$ cat config.mk
export PLATFORM = sky130hd
export DESIGN_NAME = irq_window_regs
export DESIGN_NICKNAME = d
export VERILOG_FILES = /design/src/rtl/irq_regs_pkg.sv /design/src/rtl/irq_reg_decode.sv /design/src/rtl/irq_redir_table.sv /design/src/rtl/irq_window_regs.sv
export SDC_FILE = /design/constraint.sdc
export NUM_CORES = 1
export LEC_CHECK = 0
export ABC_CLOCK_PERIOD_IN_PS = 4900
export BUFFER_PORTS_ARGS = -buffer_cell sky130_fd_sc_hd__buf_2
export CORE_ASPECT_RATIO = 1.5
export CORE_MARGIN = 5
export CORE_UTILIZATION = 60
export CTS_BUF_LIST = sky130_fd_sc_hd__clkbuf_8
export DETAILED_ROUTE_END_ITERATION = 6
export GPL_ROUTABILITY_DRIVEN = 0
export PLACE_DENSITY = 0.77
export SETUP_SLACK_MARGIN = 0.2
export SLEW_MARGIN = 20
export SYNTH_ARGS = -nofsm -noshare
export SYNTH_HDL_FRONTEND = slang
export SYNTH_SLANG_ARGS = --single-unit
$ cat constraint.sdc
create_clock -name clk -period 4.9 [get_ports clk]
set_input_delay 0.49 -clock clk [delete_from_list [all_inputs] [get_ports clk]]
set_output_delay 0.49 -clock clk [all_outputs]
set_load 0.005 [all_outputs]
$ cat src/rtl/irq_regs_pkg.sv
package irq_regs_pkg;

    localparam logic [31:0] LO_RSV_MASK = 32'hFFFE_0000;
    localparam logic [31:0] HI_RSV_MASK = 32'h00FF_FFFF;
    localparam logic [7:0]  WIN_SEL_OFF  = 8'h00;
    localparam logic [7:0]  WIN_DATA_OFF = 8'h10;
    localparam int          TBL_BASE     = 16;

    typedef struct packed {
        logic [14:0] rsv;
        logic        masked;
        logic        level_trig;
        logic        remote_ack;
        logic        active_low;
        logic        pending;
        logic        logical_dst;
        logic [2:0]  dlv_mode;
        logic [7:0]  vec;
    } redir_lo_t;

    typedef struct packed {
        logic [7:0]  dst;
        logic [23:0] rsv;
    } redir_hi_t;

    typedef struct packed {
        redir_hi_t hi;
        redir_lo_t lo;
    } redir_entry_t;

    typedef enum logic [2:0] {
        RK_IDENT,
        RK_VERSION,
        RK_ARB,
        RK_TBL_LO,
        RK_TBL_HI,
        RK_UNDEF
    } reg_kind_e;

    function automatic redir_lo_t scrub_lo(input logic [31:0] w);
        return redir_lo_t'(w & ~LO_RSV_MASK);
    endfunction

    function automatic redir_hi_t scrub_hi(input logic [31:0] w);
        return redir_hi_t'(w & ~HI_RSV_MASK);
    endfunction

    function automatic logic [31:0] pack_id(input logic [3:0] v);
        return {4'h0, v, 24'h0};
    endfunction

endpackage

$ cat src/rtl/irq_reg_decode.sv
module irq_reg_decode
    import irq_regs_pkg::*;
#(
    parameter int NUM_ENTRIES = 24,
    parameter int SEL_W       = 8,
    localparam int IDX_W      = $clog2(NUM_ENTRIES)
) (
    input  logic [SEL_W-1:0] sel,
    output reg_kind_e        kind,
    output logic [IDX_W-1:0] idx
);
    localparam int TBL_END = TBL_BASE + 2 * NUM_ENTRIES;

    logic [SEL_W-1:0] rel;

    always_comb begin
        rel  = sel - SEL_W'(TBL_BASE);
        kind = RK_UNDEF;
        idx  = '0;
        if (sel == SEL_W'(0)) begin
            kind = RK_IDENT;
        end else if (sel == SEL_W'(1)) begin
            kind = RK_VERSION;
        end else if (sel == SEL_W'(2)) begin
            kind = RK_ARB;
        end else if (32'(sel) >= 32'(TBL_BASE) && 32'(sel) < 32'(TBL_END)) begin
            kind = sel[0] ? RK_TBL_HI : RK_TBL_LO;
            idx  = IDX_W'(rel[SEL_W-1:1]);
        end
    end
endmodule

$ cat src/rtl/irq_redir_table.sv
module irq_redir_table
    import irq_regs_pkg::*;
#(
    parameter int NUM_ENTRIES = 24,
    localparam int IDX_W      = $clog2(NUM_ENTRIES)
) (
    input  logic             clk,
    input  logic             rst,
    input  logic             wr_en,
    input  logic             wr_hi,
    input  logic [IDX_W-1:0] wr_idx,
    input  logic [31:0]      wr_data,
    input  logic             rd_hi,
    input  logic [IDX_W-1:0] rd_idx,
    output logic [31:0]      rd_data,
    input  logic [IDX_W-1:0] route_idx,
    output redir_entry_t     route_entry
);
    redir_entry_t ent [NUM_ENTRIES];

    for (genvar g = 0; g < NUM_ENTRIES; g++) begin : g_ent
        always_ff @(posedge clk) begin
            if (rst) begin
                ent[g] <= '0;
            end else if (wr_en && wr_idx == IDX_W'(g)) begin
                if (wr_hi) ent[g].hi <= scrub_hi(wr_data);
                else       ent[g].lo <= scrub_lo(wr_data);
            end
        end
    end

    always_comb begin
        rd_data = '0;
        if (32'(rd_idx) < NUM_ENTRIES)
            rd_data = rd_hi ? 32'(ent[rd_idx].hi) : 32'(ent[rd_idx].lo);
        route_entry = '0;
        if (32'(route_idx) < NUM_ENTRIES)
            route_entry = ent[route_idx];
    end


    rsv_zero_chk: assert property (@(posedge clk) disable iff (rst)
        (route_entry.lo.rsv == '0) && (route_entry.hi.rsv == '0));


    route_range_chk: assert property (@(posedge clk) disable iff (rst)
        (32'(route_idx) >= NUM_ENTRIES) |-> (route_entry == '0));
endmodule

$ cat src/rtl/irq_window_regs.sv
module irq_window_regs
    import irq_regs_pkg::*;
#(
    parameter int          NUM_ENTRIES = 24,
    parameter logic [3:0]  ID_RESET    = 4'h2,
    parameter logic [7:0]  VERSION     = 8'h20,
    localparam int         IDX_W       = $clog2(NUM_ENTRIES),
    localparam int         SEL_W       = 8
) (
    input  logic             clk,
    input  logic             rst,
    input  logic             bus_req,
    input  logic             bus_we,
    input  logic [7:0]       bus_addr,
    input  logic [3:0]       bus_be,
    input  logic [31:0]      bus_wdata,
    output logic [31:0]      bus_rdata,
    output logic             bus_err,
    output logic             bus_warn,
    input  logic [IDX_W-1:0] route_idx,
    output logic [63:0]      route_entry
);
    localparam logic [31:0] VER_WORD = {8'h00, 8'(NUM_ENTRIES - 1), 8'h00, VERSION};

    logic [SEL_W-1:0] sel_q;
    logic [3:0]       id_q, arb_q;
    logic [31:0]      rdata_q;
    logic             err_q, warn_q;

    reg_kind_e        kind;
    logic [IDX_W-1:0] tidx;
    logic [31:0]      tbl_rd;
    redir_entry_t     route_s;

    logic legal, sel_acc, win_acc, tbl_we;
    logic [31:0] rd_mux;

    irq_reg_decode #(.NUM_ENTRIES(NUM_ENTRIES), .SEL_W(SEL_W)) u_dec (
        .sel  (sel_q),
        .kind (kind),
        .idx  (tidx)
    );

    assign legal   = bus_req && (bus_be == 4'hF) &&
                     (bus_addr == WIN_SEL_OFF || bus_addr == WIN_DATA_OFF);
    assign sel_acc = legal && (bus_addr == WIN_SEL_OFF);
    assign win_acc = legal && (bus_addr == WIN_DATA_OFF);
    assign tbl_we  = win_acc && bus_we && (kind == RK_TBL_LO || kind == RK_TBL_HI);

    irq_redir_table #(.NUM_ENTRIES(NUM_ENTRIES)) u_tbl (
        .clk         (clk),
        .rst         (rst),
        .wr_en       (tbl_we),
        .wr_hi       (kind == RK_TBL_HI),
        .wr_idx      (tidx),
        .wr_data     (bus_wdata),
        .rd_hi       (kind == RK_TBL_HI),
        .rd_idx      (tidx),
        .rd_data     (tbl_rd),
        .route_idx   (route_idx),
        .route_entry (route_s)
    );

    always_comb begin
        rd_mux = '0;
        if (sel_acc) begin
            rd_mux = 32'(sel_q);
        end else begin
            unique case (kind)
                RK_IDENT:             rd_mux = pack_id(id_q);
                RK_VERSION:           rd_mux = VER_WORD;
                RK_ARB:               rd_mux = pack_id(arb_q);
                RK_TBL_LO, RK_TBL_HI: rd_mux = tbl_rd;
                default:              rd_mux = '0;
            endcase
        end
    end

    always_ff @(posedge clk) begin
        if (rst) begin
            sel_q   <= '0;
            id_q    <= ID_RESET;
            arb_q   <= ID_RESET;
            rdata_q <= '0;
            err_q   <= 1'b0;
            warn_q  <= 1'b0;
        end else begin
            err_q  <= bus_req && !legal;
            warn_q <= win_acc && (kind == RK_UNDEF);
            if (bus_req && !bus_we)
                rdata_q <= legal ? rd_mux : '0;
            if (sel_acc && bus_we)
                sel_q <= bus_wdata[SEL_W-1:0];
            if (win_acc && bus_we) begin
                if (kind == RK_IDENT) id_q  <= bus_wdata[27:24];
                if (kind == RK_ARB)   arb_q <= bus_wdata[27:24];
            end
        end
    end

    assign bus_rdata   = rdata_q;
    assign bus_err     = err_q;
    assign bus_warn    = warn_q;
    assign route_entry = route_s;


    bad_access_chk: assert property (@(posedge clk) disable iff (rst)
        (bus_req && (bus_be != 4'hF)) |=> bus_err);


    sel_write_chk: assert property (@(posedge clk) disable iff (rst)
        (bus_req && bus_we && bus_be == 4'hF && bus_addr == 8'h00)
        |=> (sel_q == $past(bus_wdata[7:0])));


    idle_flags_chk: assert property (@(posedge clk) disable iff (rst)
        !bus_req |=> (!bus_err && !bus_warn));


    rdata_hold_chk: assert property (@(posedge clk) disable iff (rst)
        !(bus_req && !bus_we) |=> $stable(bus_rdata));


    id_write_chk: assert property (@(posedge clk) disable iff (rst)
        (win_acc && bus_we && sel_q == 8'h00) |=> (id_q == $past(bus_wdata[27:24])));


    flag_excl_chk: assert property (@(posedge clk) disable iff (rst)
        !(bus_err && bus_warn));
endmodule

==> After elaboration in Yosys (flattened, before gate mapping) <==
Memories as Yosys holds them, arrays and structs flattened.
Cells that the tools add are included.
Widths: inputs -> output; s select.
{ "word_totals": {"mem_count": 1, "wordCells": 349, "out_inout_bits": 98, "regBits": 50, "inputBits": 53, "mem_bits_rw": 600} }
{ "classes": {"bitwise": 48, "n_lt_le_gt_ge": 4, "reduce_logical": 46, "addsub": 1, "n_eq_ne": 32, "mux": 211} }
{ "memory_table": {"columns": ["name", "words", "word_bits", "read_ports", "rd_ports_with_merged_regs", "write_ports", "line", "text"], "rows": [
  ["u_tbl.ent", 24, 25, 2, 0, 24, "irq_redir_table.sv:19", "redir_entry_t ent [NUM_ENTRIES];"]
]} }
{ "op_table": {"columns": ["op", "n"], "rows": [
  ["$mux 17", 24],
  ["$mux 8", 24],
  ["$mux 1", 148],
  ["$mux 32", 4],
  ["$pmux 32 s4", 1],
  ["$mux 64", 1],
  ["$or 1x1->1", 48],
  ["$eq 5x4->1 const B", 8],
  ["$eq 5x5->1 const B", 8],
  ["$logic_and 1x1->1", 35],
  ["$eq 5x3->1 const B", 4],
  ["$mux 5", 4],
  ["$logic_not 8->1", 2],
  ["$mux 3", 5],
  ["$eq 5x2->1 const B", 2],
  ["$lt 5x5->1 const B", 2],
  ["$eq 8x1->1 const B", 1],
  ["$eq 8x2->1 const B", 1],
  ["$eq 8x5->1 const B", 1],
  ["$ge 8x5->1 const B", 1],
  ["$lt 8x7->1 const B", 1],
  ["$eq 3x2->1 const B", 2],
  ["$eq 3x3->1 const B", 2],
  ["$sub 6x5->6 const B", 1],
  ["9 further kinds", 12]
]} }

==> Longest topological paths before layout <==
Gate-level depths: netlist of run 1.
{ "depth": {"word_depth": 14, "depth_mapped": 12, "mapped_depth_nobuf": 8} }

==> Cells and area by module <==
Synthesis of run 1 repeated with hierarchy kept, for this count alone.
{ "unflattened": {"cells_unflattened": 2728, "area_unflattened_um2": 35743.0} }
{ "by_module_without_submodules": {"columns": ["module", "area_each_um2", "cells_per_inst", "instances", "seq_area_each_um2"], "rows": [
  ["irq_redir_table", 33384.5, 2452, 1, 18017.3],
  ["irq_window_regs", 2230.9, 257, 1, 1001.0],
  ["irq_reg_decode", 127.6, 19, 1, 0.0]
]} }

==> Worst setup path before layout of run 1 <==
OpenSTA, ideal clock, no wires.
{ "synth_timing": {"kind": "register to register", "start": "register sel_q[4]", "end": "memory u_tbl.ent[7][0] in the netlist's numbering, enable pin", "path_stages_with_launch": 10, "t_arrival_ps": 3207, "setup_ps": 395, "path_slack_ps": 1299, "required_time_ps": 4505, "cell_sequence": "dfxtp_1 inv_1 ha_1 clkbuf_1 or3b_2 clkbuf_1 nor2_1 clkbuf_1 nand2_1 o21bai_1"} }
{ "synth_lines": {"columns": ["element", "line", "text"], "rows": [
  ["from (decl)", "irq_window_regs.sv:25", "logic [SEL_W-1:0] sel_q;"],
  ["from (signal assigned)", "irq_window_regs.sv:93", "sel_q <= bus_wdata[SEL_W-1:0];"],
  ["to (decl)", "irq_redir_table.sv:19", null]
]} }

==> Worst setup path in the final report of run 1 <==
{ "layout_timing": {"start": "register sel_q[4]", "end": "register rdata_q[3], in the netlist bus_rdata[3]"} }
{ "layout_between": {"elab_chain_cells": 12, "elab_cells_between_ends": 28, "classes_between": "add/sub (1); order compare (3); eq/ne (6); mux (13); reduce/logical (4); memory (1)"} }
{ "layout_lines": {"columns": ["element", "line", "text"], "rows": [
  ["$ge 8x5->1 / $lt 8x7->1 (equally long branches)", "irq_reg_decode.sv:26", "end else if (32'(sel) >= 32'(TBL_BASE) && 32'(sel) < 32'(TBL_END)) begin"],
  ["$logic_and 1x1->1", "irq_reg_decode.sv:26", null],
  ["$mux 5 / $mux 3 (equally long branches)", "irq_reg_decode.sv:26", null],
  ["$mux 5 / $mux 3 (equally long branches)", "irq_reg_decode.sv:24", "end else if (sel == SEL_W'(2)) begin"],
  ["$mux 5 / $mux 3 (equally long branches)", "irq_reg_decode.sv:22", "end else if (sel == SEL_W'(1)) begin"],
  ["$mux 5 / $mux 3 (equally long branches)", "irq_reg_decode.sv:20", "if (sel == SEL_W'(0)) begin"],
  ["$mem_v2 24x25 / $eq 3x3->1 (equally long branches)", null, null],
  ["$mux 32", "irq_redir_table.sv:35", "rd_data = rd_hi ? 32'(ent[rd_idx].hi) : 32'(ent[rd_idx].lo);"],
  ["$mux 32", "irq_redir_table.sv:34", "if (32'(rd_idx) < NUM_ENTRIES)"],
  ["$pmux 32 s4 *", "irq_window_regs.sv:69", "unique case (kind)"],
  ["$mux 32 *", "irq_window_regs.sv:66", "if (sel_acc) begin"],
  ["$mux 32 *", "irq_window_regs.sv:91", "rdata_q <= legal ? rd_mux : '0;"],
  ["to (signal assigned)", "irq_window_regs.sv:91", null],
  ["to (decl)", "irq_window_regs.sv:27", "logic [31:0] rdata_q;"]
]} }
Mark *: on every way between the ends. The rest lies on a longest branch, timed or not.
A chain may end at the register's enable or synchronous reset.

==> metrics.txt, run 1 <==
dominant synthesized flop cell edfxtp_1; post-route clock period utilization approximately nine tenths; final WL roughly 110,000 um; num rows 107; synth unique cells 74; hold buffers post-CTS 0; DRT Pass-1 Iters 7; Final Setup Violations 0; vias in the first global route 25,453; Clock power frac 36.7%; combinational share of power under 10%; Post-Route Setup TNS 0 ps; Worst Setup End Kind register; Buf/Inv on CP 1; H-tree lvl count 3; Final Cell Area 37,100 sq um; final net count 2,785; top post-synthesis cells by area edfxtp_1 (53%), mux4_2 (12%), and2_1 (11%); initial antenna violation count 6; Die Height just over 300 um; pin count of the biggest net entering global routing 60; Crit Reg-Reg Endpoint bus_rdata[3]$_SDFFE_PP0P_; CTS buffer count 96; Post-Syn Instances around 2,700; Slew @ Worst Pin about 1100 ps; Post-DRT Antenna Nets 0; routed len/inst ~32 um; sum of net half-perimeters after detailed placement ~73,000 um; root buffer cell clkbuf_8; synthesized flop and latch total 644; crit path cell chain inv_1 > ha_1 > nor3_1 > and2_4 > o22ai_1 > o21ai_0 > nand4_1 > o41ai_1; worst hold stages 2; core area around 57,000 sq um; MaxCap Viol Count 0; total track usage 36.16%; share of cells above drive strength 1 19.96%; top-count cell post-synth and2_1; # Post-CTS Setup Buffers 0; Hold Crit Start bus_req; Max Slew Vio Count 0; status finished, violations left; Initial Utilization around three fifths; DRC viols 3; Int Power between 8 and 9 mW; port bufs 100; Sink Count 644; Final Skew approximately 38 ps; sw frac ~25%; Clock Latency Late Sink ~760 ps; detailed-route via count between 20,000 and 30,000; YS warnings 0; Placed Area 35,260 sq um; CTS tree built; CP top delay family simple AND/OR/NAND/NOR gates; area leader, netlist edfxtp_1; Seq/Total Area, Yosys a little under three fifths; RSZ-0062 raised after global routing no; WP data required 5540 ps; first-pass GRT wire length approximately 160,000 um; R2R setup slack 520 ps; pwr/cell area between 300 and 400 nW/um^2; smallest hold slack 47.78 ps; area delta synth->final 8.766%; Flop pwr share 55.1%; Crit Reg-Reg Startpoint sel_q[4]$_SDFFE_PP0P_; CP Launch Type register; Sw Pwr about 2.9 mW; crit path DAT 5020 ps; Slew HR around a quarter; slowest stage cell, crit path nand4_1; Resized cells post-CTS 0; most instantiated cells after synthesis and2_1 (603), edfxtp_1 (600), o22ai_1 (231); failing checks design-rule violations; Final Hold Viols 0; Vias/cell approximately 7.1; IO Pins around 150; DIE AREA around 62,000 sq um; Worst Path Max Fanout 28; Avg Cell Area, Syn 12.64 sq um; async set-reset flop share out of synthesis 0%; CTS clk-pin slew, worst paths around 70 ps; WS Path Type reg2reg; total gr overflow 0; max incr delay on CP roughly 670 ps; Synth top area share 52.81%; Worst Hold End bus_err$_SDFF_PP0_; Starting DRT DRC Count 3,577; Post-synth EDFFs 600; Die X about 200 um; CTS max path bufs 3; worst vdd ir roughly 0.26 mV; post-layout min period between 4000 and 5000 ps; Leakage approximately 13 nW; Reg2Reg Depth 8; Max Freq between 0.2 and 0.25 GHz; Mapped Area about 34,000 sq um; Hold Path Class in2reg
layout make-up:
cell class	instances	area (sq um)
Antenna cell	8	20.02
Clock buffer	100	1376
Clock inverter	78	439.2
Fill cell	4169	19530
Inverter	33	123.9
Multi-Input combinational cell	1770	14020
Sequential cell	644	18900
Tap cell	763	954.7
Timing Repair Buffer	186	1269
routing by layer:
metal	vias to the layer above	GRT usage, %	part of all wire [%]
met5	-	0	0.011
met4	2	34.00	12
met3	606	7.914	11
met2	2121	58.17	48
met1	12311	39.47	30
li1	10301	-	-
state kept, by name, summed over array words and instances, names as in the netlist:
| signal | count |
|---|---|
| u_tbl.ent | 600 |
| bus_rdata | 26 |
| sel_q | 8 |
| arb_q | 4 |
| id_q | 4 |
| bus_err | 1 |
| bus_warn | 1 |
worst max path at each step:
stage                                           end                   from  slack, ps  depth (start not counted)
global placement    u_tbl.ent[11][22]$_SDFFCE_PN0P_  sel_q[4]$_SDFFE_PP0P_        940                          6
finish                    bus_rdata[3]$_SDFFE_PP0P_  sel_q[4]$_SDFFE_PP0P_        520                          8
floorplan             u_tbl.ent[7][0]$_SDFFCE_PN0P_  sel_q[4]$_SDFFE_PP0P_       1300                          9
CTS                  u_tbl.ent[1][21]$_SDFFCE_PN0P_  sel_q[4]$_SDFFE_PP0P_        810                          7
detailed placement   u_tbl.ent[6][23]$_SDFFCE_PN0P_  sel_q[4]$_SDFFE_PP0P_        850                          7
global route              bus_rdata[5]$_SDFFE_PP0P_  sel_q[4]$_SDFFE_PP0P_        460                         10
cell families after synthesis:
logic type               count (synthesis)  share of synthesized area, %
AND/OR/NAND/NOR                        949                         16.66
flip-flops                             644                         55.40
AO/OA/AOI/OAI                          543                         10.22
buffers and inverters                  326                         4.280
multiplexers                           234                         13.40
adder cells (fa/ha/maj)                  1                       0.03667
other                                    1                       0.01099
power groups by stage:
stage | clock (mW) | sequential [mW] | combinational (mW)
after floorplan | 0 | 6.44 | 0.602
after global placement | 0 | 6.46 | 0.912
after detailed placement | 0 | 6.50 | 0.926
after CTS | 4.24 | 6.38 | 0.928
after global routing | 4.51 | 6.41 | 0.981
final | 4.25 | 6.39 | 0.949
layout by cell type (no fill, tap or decap), types with 44 or more instances in the layout:
cell type and n:
and2_1 602, buf_2 97, buf_4 78, clkbuf_8 100, dfxtp_1 44, edfxtp_1 600, inv_1 65, mux2i_1 45
mux4_2 177, nand2_1 108, nor2_1 50, o21ai_0 124, o22ai_1 231
through the flow:
| step | instances | util (%) | power (mW) | setup WS (ps) |
|---|---|---|---|---|
| 6_report | 3582 | 65.52 | 11.59 | 522.0 |
| 5_1_grt | 3575 | 65.49 | 11.90 | 462.7 |
| 4_1_cts | 3573 | 65.46 | 11.55 | 805.0 |
| 3_5_place_dp | 3395 | 62.26 | 7.423 | 845.9 |
| 3_3_place_gp | 3395 | 62.26 | 7.377 | 939.0 |
| 2_1_floorplan | 2740 | - | 7.039 | 1299 |
Note: power is estimated with default switching activity, not from simulation.
==> run 2: changes to the inputs <==
--- a/config.mk
+++ b/config.mk
@@ -10,10 +10,10 @@
 export CORE_ASPECT_RATIO = 1.5
 export CORE_MARGIN = 5
 export CORE_UTILIZATION = 60
-export CTS_BUF_LIST = sky130_fd_sc_hd__clkbuf_8
+export CTS_BUF_LIST = sky130_fd_sc_hd__clkbuf_4
 export DETAILED_ROUTE_END_ITERATION = 6
 export GPL_ROUTABILITY_DRIVEN = 0
-export PLACE_DENSITY = 0.77
+export PLACE_DENSITY = 0.78
 export SETUP_SLACK_MARGIN = 0.2
 export SLEW_MARGIN = 20
 export SYNTH_ARGS = -nofsm -noshare
==> metrics.txt, run 2 (synthesis gave the netlist of run 1 again) <==
status finished, violations left; failing checks design-rule violations; DIE AREA 61,820 sq um (unchanged); Vias/cell 7.062 (-0.17%); DRT Pass-1 Iters 6 (-1); combinational share of power 8.0% (-0.2 points); CP Launch Type register; area delta synth->final 9.118%; met1 WL 33,880 um (+0.77%); detailed-route via count 25,968 (+2.5%); WS Path Type reg2reg; CTS clk-pin slew, worst paths 80 ps (about the same); Slew @ Worst Pin 1072 ps (-52.03 ps); Worst Path Max Fanout 16 (-43%); Final Hold Viols 0 (unchanged); Slew HR 28.54% (+3.5 points); DRC viols 3 (unchanged); metal2 WL 54,020 um (about the same); root buffer cell clkbuf_4; total track usage 36.50% (+0.35 points); core area 56,630 sq um (unchanged); R2R setup slack 440 ps (-80 ps); Final Skew 90.15 ps (+52.11 ps); final net count 2,846 (+2.2%); post-route clock period utilization 91.04% (+1.7 points); Max Slew Vio Count 0 (unchanged); most frequent cells in the layout and2_1 (602), edfxtp_1 (600), o22ai_1 (231), clkbuf_4 (214), mux4_2 (177); sw frac 24.78% (+0.15 points); Post-Route Setup TNS 0 ps (unchanged); Largest register FFs 600 (unchanged); WP data required 5660 ps (+120 ps); first-pass GRT wire length 164,600 um (+1.8%); Die Height 302.0 um (unchanged); Sink Count 644 (unchanged); Initial Utilization 60.24% (unchanged); Pwr Total 11.71 mW (+1.0%); final WL 113,500 um (+0.30%); total gr overflow 0 (unchanged); Clock Latency Late Sink 960 ps (+200 ps); post-layout min period 4461 ps (+83.17 ps); Starting DRT DRC Count 3,754 (+4.9%); Hold Path Class in2reg; Max Freq 0.2242 GHz (-1.9%); pwr/cell area 314.7 nW/um^2 (+0.71%); Flop pwr share 54.6% (-0.5 points); sum of net half-perimeters after detailed placement 73,290 um (+0.18%); num rows 107 (unchanged); routed len/inst 30.87 um (-2.3%); IO Pins 151 (unchanged); CTS tree built; pin count of the biggest net entering global routing 71 (+18%); Resized cells post-CTS 0 (unchanged); Post-DRT Antenna Nets 0 (unchanged); Worst Setup End Kind register; H-tree lvl count 4 (+1); CTS buffer count 154 (+60%); port bufs 100 (unchanged); share of cells above drive strength 1 23.15% (+3.2 points); Leakage 13.04 nW (+0.80%); # fillers 4,114 (-1.3%); Biggest register u_tbl.ent; Final Setup Violations 0 (unchanged); CTS max path bufs 3 (unchanged); vias in the first global route 26,174 (+2.8%); worst vdd ir 0.2260 mV (-12%); commonest non-fill, non-tap cell in the layout and2_1; initial antenna violation count 5 (-1); MaxCap Viol Count 0 (unchanged); Clock power frac 37.4% (+0.7 points); RSZ-0062 raised after global routing no; Top Layer Used met5; Sw Pwr 2.903 mW (+1.7%); Die X 204.7 um (unchanged); Int Power 8.812 mW (+0.83%); Met3 Routed Length 12,430 um (+2.5%); crit path DAT 5220 ps (+200 ps)
## run 2: cell type report
type	count	area [sq um]	area share, %
Timing Repair Buffer	189	1280	3.439
Clock buffer	214	1607	4.316
Inverter	33	123.9	0.3328
Antenna cell	7	17.52	0.04706
Sequential cell	644	18900	50.77
Clock inverter	57	322.8	0.8672
Multi-Input combinational cell	1770	14020	37.67
Tap cell	763	954.7	2.565
## run 2: path summary, 6_finish.rpt
check                                                 from                        endpoint  cells after the start
worst min register to register  bus_rdata[29]$_SDFFE_PP0P_      bus_rdata[29]$_SDFFE_PP0P_                      2
worst min-delay path                          bus_wdata[6]           sel_q[6]$_SDFFE_PP0P_                      3
worst max-delay path                 sel_q[4]$_SDFFE_PP0P_  u_tbl.ent[9][17]$_SDFFCE_PN0P_                      6
worst max register to register       sel_q[4]$_SDFFE_PP0P_  u_tbl.ent[9][17]$_SDFFCE_PN0P_                      6
## run 2: power by group through the flow
stage	Sequential (mW)	Clock, mW	Combinational, mW
detailed placement	6.50	0	0.914
global placement	6.47	0	0.897
floorplan	6.44	0	0.602
CTS	6.38	4.40	0.921
global route	6.41	4.70	0.976
finish	6.39	4.38	0.942
## run 2: worst max-delay path, cell delays in order, from the launching register on
cell	delay, ps
dfxtp_1	660
inv_1	200
ha_1	430
or4b_2	880
or4_1	920
nor3_1	950
and2_1	240
## run 2: what timing repair did
item,CTS,global route
setup buffers,0,0
hold buffers,7,0
endpoints found under the hold margin,15,0
## run 2: stage by stage
step           area, sq um  hold WS (ps)  utilization, %  std cells  setup WS, ps
2_1_floorplan        34270         431.9               -       2740          1299
3_3_place_gp         35210         443.4           62.17       3392         835.6
3_5_place_dp         35210         455.3           62.17       3392         686.6
4_1_cts              37210         11.66           65.70       3670         634.2
5_1_grt              37210         41.60           65.71       3671         367.0
6_report             37220         75.64           65.73       3677         438.8
## run 2: metal layers
| layer | vias up | track usage (%) |
|---|---|---|
| met2 | 2299 | 58.48 |
| met1 | 12487 | 40.46 |
| met5 | - | 0 |
| met3 | 681 | 7.989 |
| li1 | 10499 | - |
| met4 | 2 | 33.54 |
